[config.mk]
export PLATFORM = sky130hd
export DESIGN_NAME = led_shift_datapath
export DESIGN_NICKNAME = d
export VERILOG_FILES = /design/src/rtl/led_shift_datapath.sv
export SDC_FILE = /design/constraint.sdc
export NUM_CORES = 1
export LEC_CHECK = 0
export BUFFER_PORTS_ARGS = -buffer_cell sky130_fd_sc_hd__buf_2
export CAP_MARGIN = 20
export CORE_UTILIZATION = 51
export DETAILED_ROUTE_END_ITERATION = 12
export GPL_TIMING_DRIVEN = 0
export HOLD_SLACK_MARGIN = 0.08
export PLACE_DENSITY = 0.82
export SETUP_SLACK_MARGIN = 0.3
export SLEW_MARGIN = 20
export SYNTH_ARGS = -nofsm -noshare
export SYNTH_HDL_FRONTEND = slang
export SYNTH_SLANG_ARGS = --single-unit
[constraint.sdc]
create_clock -name clk -period 1.3 [get_ports clk]
set_input_delay 0 -clock clk [delete_from_list [all_inputs] [get_ports clk]]
set_output_delay 0 -clock clk [all_outputs]
set_load 0.02 [all_outputs]
[src/rtl/led_shift_datapath.sv]
module led_shift_datapath #(
  parameter int WIDTH = 16,
  parameter int LOAD_AFTER = 2
) (
  input  logic             clk,
  input  logic             rst,
  input  logic             special,
  input  logic             sdi,
  input  logic             le,
  input  logic             oe_n,
  input  logic [WIDTH-1:0] err_status,
  output logic             sdo,
  output logic [WIDTH-1:0] ch_on,
  output logic [WIDTH-1:0] cfg_code
);
  localparam int CW = $clog2(LOAD_AFTER + 2);
  localparam logic [CW-1:0] CMAX = CW'(LOAD_AFTER + 1);
  localparam logic [CW-1:0] CLOAD = CW'(LOAD_AFTER);

  logic [WIDTH-1:0] sr, lat;
  logic [CW-1:0]    lo_cnt;
  logic             grab;

  assign grab  = special && !oe_n && (lo_cnt >= CLOAD);
  assign sdo   = sr[WIDTH-1];
  assign ch_on = oe_n ? '0 : lat;

  always_ff @(posedge clk) begin
    if (rst) begin
      sr       <= '0;
      lat      <= '0;
      cfg_code <= '0;
      lo_cnt   <= '0;
    end else begin
      sr <= grab ? err_status : {sr[WIDTH-2:0], sdi};
      if (le && special)  cfg_code <= sr;
      if (le && !special) lat      <= sr;
      if (oe_n)                lo_cnt <= '0;
      else if (lo_cnt != CMAX) lo_cnt <= lo_cnt + 1'b1;
    end
  end


  shift_in_chk: assert property (@(posedge clk) disable iff (rst)
    !(special && !oe_n && lo_cnt >= CLOAD) |=> sr[0] == $past(sdi));


  normal_load_chk: assert property (@(posedge clk) disable iff (rst)
    (le && !special) |=> (lat == $past(sr)) && $stable(cfg_code));


  special_load_chk: assert property (@(posedge clk) disable iff (rst)
    (le && special) |=> (cfg_code == $past(sr)) && $stable(lat));


  cfg_hold_chk: assert property (@(posedge clk) disable iff (rst)
    !(le && special) |=> $stable(cfg_code));


  status_load_chk: assert property (@(posedge clk) disable iff (rst)
    (special && !oe_n && $past(!oe_n) && $past(!oe_n, 2) && $past(!rst) && $past(!rst, 2))
      |=> sr == $past(err_status));


  cnt_clear_chk: assert property (@(posedge clk) disable iff (rst)
    oe_n |=> lo_cnt == '0);
endmodule

* Yosys cells after proc, flatten, opt, wreduce, memory -nomap -nowiden
Cells that the tools add are included.
Word-level totals: output and inout bits 33, word-level logic and storage cells 16, register bits 50
Operators by class: reductions and logical operators 7, add/sub/neg operators 1, $lt $le $gt $ge 1, multiplexer cells 2, equality and inequality tests 1
Operators with widths (count):
- $mux 16 | 2
- $logic_and 1x1->1 | 4
- $add 2x1->2 const B | 1
- $ge 2x2->1 const B | 1
- $logic_not 1->1 | 2
- $ne 2x2->1 const B | 1
- $reduce_or 2->1 | 1

* Depth between registers and ports, before layout
Gate-level depths: netlist (run 1).
word-level depth 4, depth in mapped cells 7, mapped depth without buffers 5

* Worst setup path after synthesis (run 1)
OpenSTA, ideal clock, no wires.
kind flip-flop to flip-flop, start register lo_cnt[0], end register sr[10], required time 1.182 ns, cell stages (with the launch flop) 8, setup slack 0.080 ns, data arrival time 1.102 ns, path through dfxtp_1 -> inv_1 -> ha_1 -> nor2_1 -> nor3b_2 -> buf_6 -> buf_12 -> mux2i_1
Between the ends: cells in the longest elaborated chain, start to end 3
Ends and longest elaborated chain:
- from (decl) | line 21 | logic [CW-1:0] lo_cnt;
- from (signal assigned) | line 39 | else if (lo_cnt != CMAX) lo_cnt <= lo_cnt + 1'b1;
- $ge 2x2->1 | line 24 | assign grab = special && !oe_n && (lo_cnt >= CLOAD);
- $logic_and 1x1->1 | line 24
- $mux 16 | line 35 | sr <= grab ? err_status : {sr[WIDTH-2:0], sdi};
- to (signal assigned) | line 35
- to (decl) | line 20 | logic [WIDTH-1:0] sr, lat;
No other way between the ends. A chain may end at the register's enable or synchronous reset.

* Final worst setup path (run 1)
start register lo_cnt[1], end register sr[3]
Same word-level chain as after synthesis.

==> impl_results.md, run 1 <==
* Critical-path cell list: ha_4 > nor2_4 > nor3b_2 > buf_6 > buf_12 > mux2i_1
* DR iter-0 viols at between 70 and 80
* Syn Nets at 265
* Most frequent cell after synthesis: nand2_1
* Nets at 349
* Synth cell count leaders: 65 x nand2_1, 50 x dfxtp_1, 33 x a21oi_1, 33 x nand2b_1, 16 x mux2i_1
* Cells after DPL at 342
* Die area at 4330 µm²
* Worst path max stage delay at 380 ps
* Endpoints failing setup at 0
* Drt pass-1 iters at 7
* First-pass GRT wire length at 8110 µm
* CTS Sinks at 50
* WL per Instance at 12.9 µm
* Status: finished, final reports clean
* Synth warnings at 0
* Pins Over Slew Limit at 0
* Fmax achieved at just under 0.8 GHz
* Max-Cap Viols at 0
* Starting Density at 55.1%
* Layout cells sized above 1 at around 25%
* Main flop type after synthesis: dfxtp_1
* RSZ-0062 raised after global routing: true
* Synth Instances at roughly 240
* I/O Buffers at 53
* Post-synth EDFFs at 0
* Yosys reg bits at 50
* Die span in x at 65.8 µm
* Final Hold Vio Count at 0
* Final ANT Viol Nets at 0
* Synth top area share at 48.2%
* DRC at 0
* Arrival @ worst endpoint at 1520 ps
* Final period utilization at 98.8%
* CP endpoint kind: flip-flop
* Critical path class: flip-flop to flip-flop
* Worst Reg2Reg Path Length in Cells at 6
* Core Area at 3770 µm²
* Area leader, netlist: dfxtp_1
* Top cells by area, synth: dfxtp_1 48%, nand2_1 12%, nand2b_1 9.9%
* ANT cells at 0
* CTS tree: built
* CP max FO at 6
* Startpoint types: flip-flop
* Required time of the critical path at around 1500 ps
* WL final at roughly 4800 µm
* Cell Pwr Density at between 1000 and 1500 nW/µm²
* Slew of the pin with the lowest slew margin at 400 ps
* Netlist Area Pre-Place at around 2100 µm²
* Final core utilization at 74.2%
* Pin count of the biggest net entering global routing at 15
* CTS root buf: clkbuf_8
* Placer Congestion at 0.748
* Register area share after synthesis at 48.2%
* Mapped Avg Cell Area at roughly 8.6 µm²
* Area Overhead vs Synth at 34.6%
* CTS Buf Count at 5
* Tmin final at 1280 ps
* Slowest cell on crit path: dfxtp_4
* Core Rows at 22
* Worst IR Drop VDD at 0.798 mV
* Distinct cells, synth at 20
* Skew-Pair Late Insertion Delay at 310 ps
* Slew HR at 73.3%
* Max Root-Sink Buffers at 2
* Hold Crit Depth at 3
* DR vias/cell at ~4.9
* Chip Height at 65.8 µm
* Via count at 1826
* Clock Skew at approximately 9.7 ps
* Total GRT Usage at 25.6%
* H-tree Lvls at 2
* Ports at 55
* GRT overflow at 0
* Antenna violations before repair at 0
* Finished Layout Cells at 374
* Clock transition at path regs at 80 ps
* Leak pwr at 1.18 nW
* Async SR Flop Fraction at 0%
* Vias in the first global route at 1767
* Hold Path Class: primary input to flip-flop
* Detail Placement HPWL at 3210 µm
==> metal layers <==
metal	GRT usage, %	vias up	routed length, µm
li1	-	931	-
met1	31.8	834	2130
met2	43.6	53	2430
met3	3.62	8	183
met4	11.4	0	93
met5	0	-	0
==> layout make-up <==
| type | instances | area, µm² |
|---|---|---|
| Buffer | 17 | 110 |
| Fill cell | 277 | 975 |
| Sequential cell | 50 | 1010 |
| Inverter | 1 | 3.75 |
| Clock inverter | 1 | 30.0 |
| Timing Repair Buffer | 77 | 528 |
| Multi-Input combinational cell | 173 | 982 |
| Clock buffer | 7 | 76.3 |
| Tap cell | 48 | 60.1 |
==> report_power, final <==
part	leakage (nW)	internal [W]	switching [W]	total, W
Combinational	0.721	0.000145	0.000136	0.000281
Clock	0.0524	0.000576	0.000491	0.00107
Sequential	0.405	0.00155	0.0000187	0.00157
==> state kept, by name, indices dropped and copies added, names as in the netlist <==
signal,count
cfg_code,16
lat,16
lo_cnt,2
sr,16
==> final timing paths <==
kind,start,endpoint,slack (ps)
setup / recovery,lo_cnt[1],sr[3],20
hold / removal,rst,lat[15],130
setup reg to reg,lo_cnt[1],sr[3],20
hold reg to reg,lat[9],lat[9],450
==> placed cells by master, fill, tap and decap left out, types with 2 or more instances in the layout <==
master	n
nand2_1	65
buf_2	60
dfxtp_1	48
nand2b_1	33
a21oi_1	33
dlygate4sd3_1	20
mux2i_1	16
nor2b_1	9
and2b_1	8
clkbuf_1	5
buf_4	5
clkbuf_8	5
clkbuf_2	2
nor3_1	2
buf_12	2
==> worst max-delay path, delay by kind of cell (launching register included) <==
| kind | cells | cell delay, ps |
|---|---|---|
| mux | 1 | 180 |
| simple gates | 2 | 210 |
| buf+inv | 2 | 300 |
| fa+ha+maj | 1 | 140 |
| flops | 1 | 380 |
==> logic make-up (layout without fill, tap and decap cells) <==
logic type,Yosys count,count (layout),synth area share (%)
adder cells (fa/ha/maj),2,2,1.20
XOR/XNOR,1,1,0.422
buffers and inverters,18,103,5.48
AND/OR/NAND/NOR,121,121,29.0
multiplexers,16,16,7.71
flip-flops,50,50,48.2
AO/OA/AOI/OAI,33,33,7.95
==> metrics by stage <==
step           hold slack, ps  area [µm²]  setup WS, ps  setup TNS [ps]  total power (W)
6_report                  132        2800          15.1               0          0.00292
4_1_cts                   122        2800          20.7               0          0.00292
3_3_place_gp              259        2420          16.6               0          0.00182
2_1_floorplan             152        2090          88.1               0          0.00174
5_1_grt                   176        2800         -49.4            -276          0.00303
3_5_place_dp              264        2420         -20.9           -30.9          0.00183
==> what timing repair did <==
| item | CTS | global route |
|---|---|---|
| hold endpoints to repair | 16 | 0 |
| gates resized for setup | 3 | 0 |
| setup endpoints to repair | 17 | 18 |
| setup buffers | 3 | 0 |
| hold buffers | 20 | 0 |
| gates cloned | 1 | 0 |
| pin swaps | 3 | 1 |
Note: power is estimated with default switching activity, not from simulation.
==> run 2, diff against run 1 <==
--- a/config.mk
+++ b/config.mk
@@ -5,13 +5,15 @@
 export SDC_FILE = /design/constraint.sdc
 export NUM_CORES = 1
 export LEC_CHECK = 0
+export ABC_AREA = 1
+export ABC_CLOCK_PERIOD_IN_PS = 1300
 export BUFFER_PORTS_ARGS = -buffer_cell sky130_fd_sc_hd__buf_2
 export CAP_MARGIN = 20
-export CORE_UTILIZATION = 51
+export CORE_UTILIZATION = 52
 export DETAILED_ROUTE_END_ITERATION = 12
 export GPL_TIMING_DRIVEN = 0
 export HOLD_SLACK_MARGIN = 0.08
-export PLACE_DENSITY = 0.82
+export PLACE_DENSITY = 0.85
 export SETUP_SLACK_MARGIN = 0.3
 export SLEW_MARGIN = 20
 export SYNTH_ARGS = -nofsm -noshare
==> run 2 against run 1 <==
  * Combinational power rose by 84%
  * Count of clock-buffer cells in the layout fell by 2
  * Sequential cell count did not move
  * Clock power fell by 22%
  * Non-clock buffer count did not move
  * Largest cell class unchanged
==> impl_results.md, run 2 <==
* Worst IR Drop VDD at 0.543 mV (-32%)
* Post-synth EDFFs at 0 (unchanged)
* Required time of the critical path at 1490 ps (-50 ps)
* Core Rows at 22 (unchanged)
* Max Root-Sink Buffers at 2 (unchanged)
* Reg-to-Reg Start: lo_cnt[0]
* Starting Density at 55.6% (+0.50 points)
* Ports at 55 (unchanged)
* Die area at 4290 µm² (-1.0%)
* Regs by FF count: cfg_code: 16 flops, lat: 16 flops, sr: 16 flops
* Slew of the pin with the lowest slew margin at 389 ps (-11.1 ps)
* Total GRT Usage at 22.1% (-3.5 points)
* CP endpoint kind: flip-flop
* Antenna violations before repair at 0 (unchanged)
* Area leader, netlist: dfxtp_1
* Max-Cap Viols at 0 (unchanged)
* Die span in x at 65.5 µm (-0.50%)
* ANT cells at 0 (unchanged)
* Status: finished, final reports clean
* Drt pass-1 iters at 4 (-3)
* R2R Path End: sr[13]
* CTS Buf Count at 5 (unchanged)
* Reg-to-reg slack, setup at 140 ps (+120 ps)
* Setup TNS at 0 ps (unchanged)
* Cell Pwr Density at 1060 nW/µm² (+1.1%)
* Synth top area share at 47.8% (-0.43 points)
* DR vias/cell at 4.51 (-7.6%)
* CTS Sinks at 50 (unchanged)
* Chip Height at 65.5 µm (-0.50%)
* Hold Crit Start: oe_n
* CTS root buf: clkbuf_8
* Critical path class: flip-flop to flip-flop
* Commonest non-fill, non-tap cell in the layout: nor2_1
* Synth cell count leaders: 115 x nor2_1, 50 x dfxtp_1, 36 x inv_1
* Distinct cells, synth at 20 (unchanged)
* Final ANT Viol Nets at 0 (unchanged)
* Internal power at 0.00220 W (-3.4%)
* Hold Crit Depth at 5 (+2)
* Placer Congestion at 0.812 (+8.6%)
* Worst Reg2Reg Path Length in Cells at 7 (+1)
* H-tree Lvls at 2 (unchanged)
* CP max FO at 6 (unchanged)
* Via count at 1939 (+6.2%)
* Combinational share of power at 17.1% (+7.5 points)
* Tmin final at 1160 ps (-123 ps)
* Vias in the first global route at 1724 (-2.4%)
* Pins Over Slew Limit at 0 (unchanged)
* Final period utilization at 89.4% (-9.4 points)
* Async SR Flop Fraction at 0% (unchanged)
* GRT overflow at 0 (unchanged)
* DRC at 0 (unchanged)
* Power share of the sequential group at 55.0% (+1.2 points)
* Top cells by area, synth: dfxtp_1 48%, nor2_1 21%, o21ai_0 7.6%
* Layout cells sized above 1 at 28.5% (+3.1 points)
* Area Overhead vs Synth at 36.3%
* Clock share of power at 27.8% (-8.7 points)
* Switching pwr at 0.000818 W (+27%)
* Detail Placement HPWL at 3020 µm (-5.9%)
* Syn Nets at 319 (+20%)
* Clock transition at path regs at 80 ps (about the same)
* Synth warnings at 0 (unchanged)
* Mapped Avg Cell Area at 7.10 µm² (-18%)
* DR iter-0 viols at 69 (-5.5%)
* Startpoint types: flip-flop
* Nets at 406 (+16%)
* Endpoints failing setup at 0 (unchanged)
* Skew-Pair Late Insertion Delay at 300 ps (about the same)
* Main flop type after synthesis: dfxtp_1
* Leak pwr at 1.40 nW (+19%)
* WL final at 4380 µm (-9.6%)
* I/O Buffers at 53 (unchanged)
* Hold Path Class: primary input to flip-flop
* Register area share after synthesis at 47.8% (-0.43 points)
* RSZ-0062 raised after global routing: true
* Most frequent cell after synthesis: nor2_1
* CTS tree: built
* Sw frac at 27.1% (+5.0 points)
* First-pass GRT wire length at 7330 µm (-9.7%)
* Clock Skew at 3.23 ps (-6.44 ps)
* Final Hold Vio Count at 0 (unchanged)
* Most frequent cells in the layout: 106 x nor2_1, 55 x buf_2, 48 x dfxtp_1
* Fmax achieved at 0.860 GHz (+11%)
* Power, Total at 0.00301 W (+3.3%)
* Arrival @ worst endpoint at 1360 ps (-160 ps)
* Netlist Area Pre-Place at 2100 µm² (+0.90%)
* WL per Instance at 10.2 µm (-21%)
* Hold Path End: sr[0]
* Slew HR at 74.1% (+0.74 points)
* Pin count of the biggest net entering global routing at 15 (unchanged)
* Yosys reg bits at 50 (unchanged)
* Synth Instances at 295 (+22%)
* Core Area at 3770 µm² (unchanged)
run 2: cell type report:
class	count	area, µm²
clock inverters	2	10.0
flip-flops and latches	50	1010
clock buffers	5	68.8
well taps	48	60.1
fillers	315	915
inverters	40	153
plain buffers	14	104
multi-input cells	191	938
repair buffers	80	517
run 2: power by group through the flow:
| stage | Sequential, W | Clock [W] | Combinational [W] |
|---|---|---|---|
| 2_1_floorplan | 0.00172 | 0 | 0.000279 |
| 3_3_place_gp | 0.00169 | 0 | 0.000429 |
| 3_5_place_dp | 0.00170 | 0 | 0.000440 |
| 4_1_cts | 0.00166 | 0.000846 | 0.000492 |
| 5_1_grt | 0.00167 | 0.000920 | 0.000577 |
| 6_report | 0.00166 | 0.000839 | 0.000517 |
run 2: critical path, stage by stage, from the launching register on:
cell     delay (ps)
dfxtp_2         350
inv_2            40
ha_4            160
nor2_4          110
nor2_4           60
buf_4           150
nor2_1          110
nor2_1           70
run 2: logic make-up (layout without fill, tap and decap cells):
logic type                 after synthesis  in the layout  synth area share, %
xor gates and xnor gates                 1              1                0.418
adders and majority gates                2              2                 1.19
buffers and inverters                   54            141                 11.9
AOI/OAI and AO/OA                       33             33                 7.88
and+or+nand+nor                        155            155                 30.8
DFF                                     50             50                 47.8
run 2: routing by layer:
metal | share of wire, % | track usage (%) | wire, µm | vias up
met5 | 0 | 0 | 0 | -
met4 | 1.6 | 9.78 | 68 | 0
met3 | 3.6 | 3.13 | 156 | 6
met2 | 48 | 37.5 | 2120 | 51
met1 | 46 | 27.7 | 2030 | 817
li1 | - | - | - | 1065
run 2: worst max path at each step:
stage	from	to	slack (ps)	cells after the start
finish	lo_cnt[0]	sr[13]	140	7
global route	lo_cnt[1]	sr[13]	60	6
CTS	lo_cnt[1]	sr[8]	200	6
detailed placement	lo_cnt[0]	sr[11]	170	7
global placement	lo_cnt[1]	sr[6]	190	6
floorplan	lo_cnt[0]	sr[10]	250	7
run 2: timing repair:
action | 4_1_cts | 5_1_grt
hold buffers | 18 | 0
buffers inserted | 5 | 2
endpoints found under the setup margin | 14 | 18
cloned | 0 | 2
pin swaps | 2 | 6
gates resized for setup | 3 | 16
endpoints found under the hold margin | 18 | 0
run 2: through the flow:
| stage | util [%] | instance area [µm²] | setup slack [ps] | hold WS (ps) | instances |
|---|---|---|---|---|---|
| after floorplan | - | 2140 | 248 | 135 | 295 |
| after global placement | 65.4 | 2470 | 193 | 233 | 396 |
| after detailed placement | 65.4 | 2470 | 168 | 236 | 396 |
| after CTS | 73.5 | 2770 | 200 | 117 | 426 |
| after global routing | 75.7 | 2860 | 63.3 | 148 | 430 |
| final | 75.7 | 2860 | 138 | 116 | 430 |
